`src/rtl/x21_line_watch.sv`:
```
module x21_line_watch #(
  parameter int RUN_LEN = 16,
  parameter int CHAR_W  = 8
) (
  input  logic              clk,
  input  logic              rst_n,
  input  logic              bit_en,
  input  logic              rx_bit,
  input  logic              cts_line,
  input  logic              det_en,
  input  logic              one_syn,
  input  logic [CHAR_W-1:0] syn_char,
  input  logic              strip_req,
  input  logic              spc_req,
  input  logic              clr_stat,
  output logic              exc_irq,
  output logic [2:0]        stat_code,
  output logic              char_sync,
  output logic              host_valid,
  output logic [CHAR_W-1:0] host_data,
  output logic              strip_on,
  output logic              spc_on
);
  localparam int CW = $clog2(RUN_LEN + 1);
  localparam int BW = (CHAR_W > 1) ? $clog2(CHAR_W) : 1;
  localparam logic [CW-1:0] RUN_MAX = CW'(RUN_LEN);
  localparam logic [BW-1:0] LAST_BIT = BW'(CHAR_W - 1);

  logic              cts_m, cts_s, cts_ref;
  logic [CHAR_W-1:0] sr;
  logic [CW-1:0]     z_run, o_run, a_run, c_run;
  logic              gate;
  logic [1:0]        gate_pat;
  logic [2:0]        stat;
  logic              have_one;
  logic [BW-1:0]     bcnt;

  function automatic logic [CW-1:0] bump(input logic [CW-1:0] x);
    return (x == RUN_MAX) ? x : x + 1'b1;
  endfunction

  logic [CHAR_W-1:0] sr_n;
  logic [CW-1:0]     z_n, o_n, a_n, c_n;
  logic              hit_z, hit_o, hit_a, hit_c, upd, brk, gate_n;
  logic [2:0]        code_n;
  logic              match, boundary;

  assign sr_n  = {sr[CHAR_W-2:0], rx_bit};
  assign z_n   = rx_bit ? '0 : bump(z_run);
  assign o_n   = rx_bit ? bump(o_run) : '0;
  assign a_n   = (a_run == '0 || rx_bit != sr[0]) ? bump(a_run) : CW'(1);
  assign c_n   = (cts_s != cts_ref) ? bump(c_run) : '0;
  assign upd   = bit_en && det_en;
  assign hit_z = upd && z_n == RUN_MAX && z_run != RUN_MAX;
  assign hit_o = upd && o_n == RUN_MAX && o_run != RUN_MAX;
  assign hit_a = upd && a_n == RUN_MAX && a_run != RUN_MAX;
  assign hit_c = upd && c_n == RUN_MAX;
  assign code_n = hit_z ? 3'd1 : hit_o ? 3'd2 : hit_a ? 3'd3 : hit_c ? 3'd4 : 3'd0;

  always_comb begin
    case (gate_pat)
      2'd1:    brk = rx_bit;
      2'd2:    brk = !rx_bit;
      default: brk = (rx_bit == sr[0]);
    endcase
    if (!det_en)                     gate_n = 1'b0;
    else if (!bit_en)                gate_n = gate;
    else if (hit_z || hit_o || hit_a) gate_n = 1'b1;
    else if (gate && brk)            gate_n = 1'b0;
    else                             gate_n = gate;
  end

  assign match    = (sr_n == syn_char);
  assign boundary = char_sync && bcnt == LAST_BIT;

  always_ff @(posedge clk or negedge rst_n) begin
    if (!rst_n) begin
      cts_m   <= 1'b1;
      cts_s   <= 1'b1;
    end else begin
      cts_m   <= cts_line;
      cts_s   <= cts_m;
    end
  end

  always_ff @(posedge clk or negedge rst_n) begin
    if (!rst_n) begin
      z_run   <= '0;
      o_run   <= '0;
      a_run   <= '0;
      c_run   <= '0;
      cts_ref <= 1'b1;
      gate    <= 1'b0;
      gate_pat <= 2'd0;
    end else begin
      gate <= gate_n;
      if (!det_en) begin
        z_run <= '0;
        o_run <= '0;
        a_run <= '0;
        c_run <= '0;
      end else if (bit_en) begin
        z_run <= z_n;
        o_run <= o_n;
        a_run <= a_n;
        if (hit_c) begin
          c_run   <= '0;
          cts_ref <= cts_s;
        end else begin
          c_run   <= c_n;
        end
        if (hit_z)      gate_pat <= 2'd1;
        else if (hit_o) gate_pat <= 2'd2;
        else if (hit_a) gate_pat <= 2'd3;
      end
    end
  end

  always_ff @(posedge clk or negedge rst_n) begin
    if (!rst_n)                                       stat <= 3'd0;
    else if (code_n != 3'd0 && (stat == 3'd0 || clr_stat)) stat <= code_n;
    else if (clr_stat)                                stat <= 3'd0;
  end

  always_ff @(posedge clk or negedge rst_n) begin
    if (!rst_n) begin
      sr         <= '0;
      char_sync  <= 1'b0;
      have_one   <= 1'b0;
      bcnt       <= '0;
      host_valid <= 1'b0;
      host_data  <= '0;
    end else begin
      host_valid <= 1'b0;
      if (bit_en) begin
        sr <= sr_n;
        if (char_sync) begin
          bcnt <= boundary ? '0 : bcnt + 1'b1;
          if (boundary && !gate_n) begin
            host_valid <= 1'b1;
            host_data  <= sr_n;
          end
        end else if (have_one) begin
          if (bcnt == LAST_BIT) begin
            bcnt     <= '0;
            have_one <= 1'b0;
            if (match) char_sync <= 1'b1;
          end else begin
            bcnt <= bcnt + 1'b1;
          end
        end else if (match) begin
          bcnt <= '0;
          if (one_syn) char_sync <= 1'b1;
          else         have_one  <= 1'b1;
        end
      end
    end
  end

  assign stat_code = stat;
  assign exc_irq   = (stat != 3'd0);
  assign strip_on  = strip_req && !one_syn;
  assign spc_on    = spc_req && !one_syn;
endmodule


```
`config.mk`:
```
export PLATFORM = sky130hd
export DESIGN_NAME = x21_line_watch
export DESIGN_NICKNAME = d
export VERILOG_FILES = /design/src/rtl/x21_line_watch.sv
export SDC_FILE = /design/constraint.sdc
export NUM_CORES = 1
export LEC_CHECK = 0
export CORE_ASPECT_RATIO = 1.4
export CORE_UTILIZATION = 45
export CTS_CLUSTER_DIAMETER = 100
export DETAILED_ROUTE_END_ITERATION = 10
export GPL_ROUTABILITY_DRIVEN = 0
export MAX_ROUTING_LAYER = met4
export PLACE_DENSITY = 0.77
export SLEW_MARGIN = 20
export SYNTH_ARGS = -nofsm -noshare
export SYNTH_HDL_FRONTEND = slang
export SYNTH_SLANG_ARGS = --single-unit
```
`constraint.sdc`:
```
create_clock -name clk -period 2.2 [get_ports clk]
set_clock_uncertainty 0.1 [all_clocks]
set_input_delay 0.33 -clock clk [delete_from_list [all_inputs] [get_ports clk]]
set_output_delay 0.33 -clock clk [all_outputs]
set_load 0.05 [all_outputs]
```
==> results.ini <==
[layout]
nets=390
seq_area_um2=1259
multi_input_area_um2=1675
final_common_cell=dfrtp_1
diodes=0
final.fill_count=516
postLayoutCellArea_um2=3829
syn_to_final_growth_pct=28.79
drive_above_1_share_pct=26.32
layout.cells.non_filler=433
final_cell_mix=dfrtp_1 (44), buf_4 (36), clkdlybuf4s50_1 (30)

[worst_setup_path]
cp-start-kind=flop
cp.arrival_ns=2.37
crit_fanout=4
worstPathRequired_ns=2.29
timing.rr.end=host_data[4]$_DFFE_PN0P_
path_class=reg2reg
cpPeakStageDelay_ns=0.53
ff2ff_path_depth=7
worstPathCellList=inv_2 -> ha_4 -> or4_4 -> a211oi_4 -> nor3_4 -> nand2_4 -> mux2_4
crit_slowest_cell=or4_4
crit_path_end_kind=flop
crit_buf_inv=1
r2r-start=z_run[1]$_DFFE_PN0P_
rrSetupSlack_ns=-0.07
critPathTopFamily=simple AND/OR/NAND/NOR gates

[placement]
io_buffers=33
dp_slack_ns=-0.3107
dp_hpwl_um=4812
place_inst=421
place_area_um2=3598

[sta]
period_minus_slack_ns=2.273
setup_viol=9
rsz0062_at_grt=yes
worst_slew_pin_slew_ns=0.6252
final_hold_viol_count=0
timing.hold.ws_ns=0.01783
fmax_mhz=440.0
slew_viol_final=0
max-slew-margin-rel_pct=58.32
finalCritPeriodShare_pct=103.3
setup_tns_ns=-0.4869
fin_ws_ns=-0.07294

[run]
cap_violations=0

[logic_synthesis]
syn_inst=297
netlist_area_um2=2973
ys_warn_count=0
yosysSeqAreaShare_pct=42.21
synth-seq-cells=50
synth.distinct_cells=58
synth_edf_count=0
syn_avg_cell_area_um2=10.01
synth_top_flop_cell=dfrtp_1
async_flop_share_pct=100.0
synthesis.nets=327

[cts]
cts_tree=done
ctsHtreeMaxLevel=2
clockBufferDepth=2
insertion_delay_ns=0.30
cts_sinks=50
clockRootBuffer=clkbuf_8
cts_buffers=5
path_clk_slew_ns=0.09
cts_hold_buffers=0

[floorplan]
die-area_um2=6940
die_w_um=70.70
fp.dieH_um=98.17
row_count=34
ios=34
coreArea_um2=6296
initial_core_util_pct=47.22

[power]
power_density_nw_per_um2=700.4
total_leakage_power_uw=0.001617
ir_drop_uv=774.1

[drt]
wirelength_um=6761
drt_iter0_drc=135
wl_per_cell_um=15.61
postRouteAntennaNets=0
firstDrtPassIters=4
drc=0
via_count=2424
viasPerCell=5.598

[global_route]
track_usage_pct=21.70
grt_max_degree=51
grt_pass1_vias=2525
grt_pass1_wl_um=11560
globalRouteOverflowTotal=0
antenna_found_initial=0

[run_status]
violations=setup timing
status=finished, violations left

[worst_hold_path]
hold_class=in2async

cells in the mapped netlist, drive strengths merged, types with 2 or more instances:
master	instances	area [um^2]
dfrtp	47	1176
nand2	23	102.6
inv	21	78.83
mux2	18	236.5
o21ai	16	80.08
a21oi	13	65.06
nand3	13	65.06
nor2	13	48.80
nor2b	13	81.33
nor3	13	76.33
xnor2	13	113.9
ha	12	150.1
a21boi	7	52.55
buf	7	36.28
clkbuf	7	26.28
nand4	7	43.79
xor2	6	52.55
a31oi	5	31.28
and2	4	25.02
mux2i	4	40.04
a211oi	3	35.03
dfstp	3	78.83
nor3b	3	33.78
a32oi	2	17.52
worst max path at each step:
stage	start	end	slack, ns	cells after the start
2_1_floorplan	a_run[0]$_DFFE_PN0P_	host_data[0]$_DFFE_PN0P_	-0.09	8
3_3_place_gp	bit_en	host_data[0]$_DFFE_PN0P_	-0.29	7
3_5_place_dp	bit_en	host_data[3]$_DFFE_PN0P_	-0.31	7
4_1_cts	z_run[1]$_DFFE_PN0P_	host_data[4]$_DFFE_PN0P_	-0.09	7
5_1_grt	z_run[1]$_DFFE_PN0P_	host_data[6]$_DFFE_PN0P_	-0.14	7
6_report	z_run[1]$_DFFE_PN0P_	host_data[4]$_DFFE_PN0P_	-0.07	7
area by class of cell:
type	instances	area share, %
Inverter	22	2.157
Sequential cell	50	32.88
Timing Repair Buffer	69	16.08
Multi-Input combinational cell	212	43.76
Clock buffer	7	1.993
Tap cell	72	2.353
Clock inverter	1	0.7843
logic make-up (layout without fill, tap and decap cells):
family	after synthesis	after routing	share of synthesized area [%]
AOI/OAI and AO/OA	60	60	14.18
buffers and inverters	36	99	4.882
adders and majority gates	12	12	5.050
DFF	50	50	42.21
and+or+nand+nor	98	99	18.77
xor gates and xnor gates	19	19	5.598
muxes	22	22	9.302
report_power, final:
part | internal, uW | leakage, uW | switching (uW)
sequential | 1050 | 0.000646 | 110
clock | 341 | 0.0000524 | 300
combinational | 414 | 0.000918 | 468
total | 1800 | 0.00162 | 877
stage by stage:
step,power [uW],utilization (%)
2_1_floorplan,1717,-
3_3_place_gp,2019,57.15
3_5_place_dp,2038,57.15
4_1_cts,2698,60.43
5_1_grt,2795,60.81
6_report,2682,60.81
layer usage:
layer | global-route usage [%] | share of wire, % | up-vias
met3 | 2.270 | 2.4 | 16
met2 | 38.91 | 55 | 58
li1 | - | - | 1162
met1 | 24.36 | 41 | 1188
met4 | 8.769 | 2.1 | 0
met5 | - | 0 | -
registers in the layout, indices dropped and copies added (netlist names):
name and cells:
cts_s 1, cts_ref 1, char_sync 1, bcnt 3, have_one 1, c_run 5, sr 7, a_run 5
cts_m 1, host_valid 1, gate 1, o_run 5, host_data 8, z_run 5, gate_pat 2, stat_code 3
what timing repair did:
action | CTS | global route
gates resized for setup | 12 | 8
setup buffers | 3 | 1
pin swaps | 5 | 4
gates cloned | 1 | 0
endpoints found under the setup margin | 9 | 13
(Power assumes the default switching activity.)
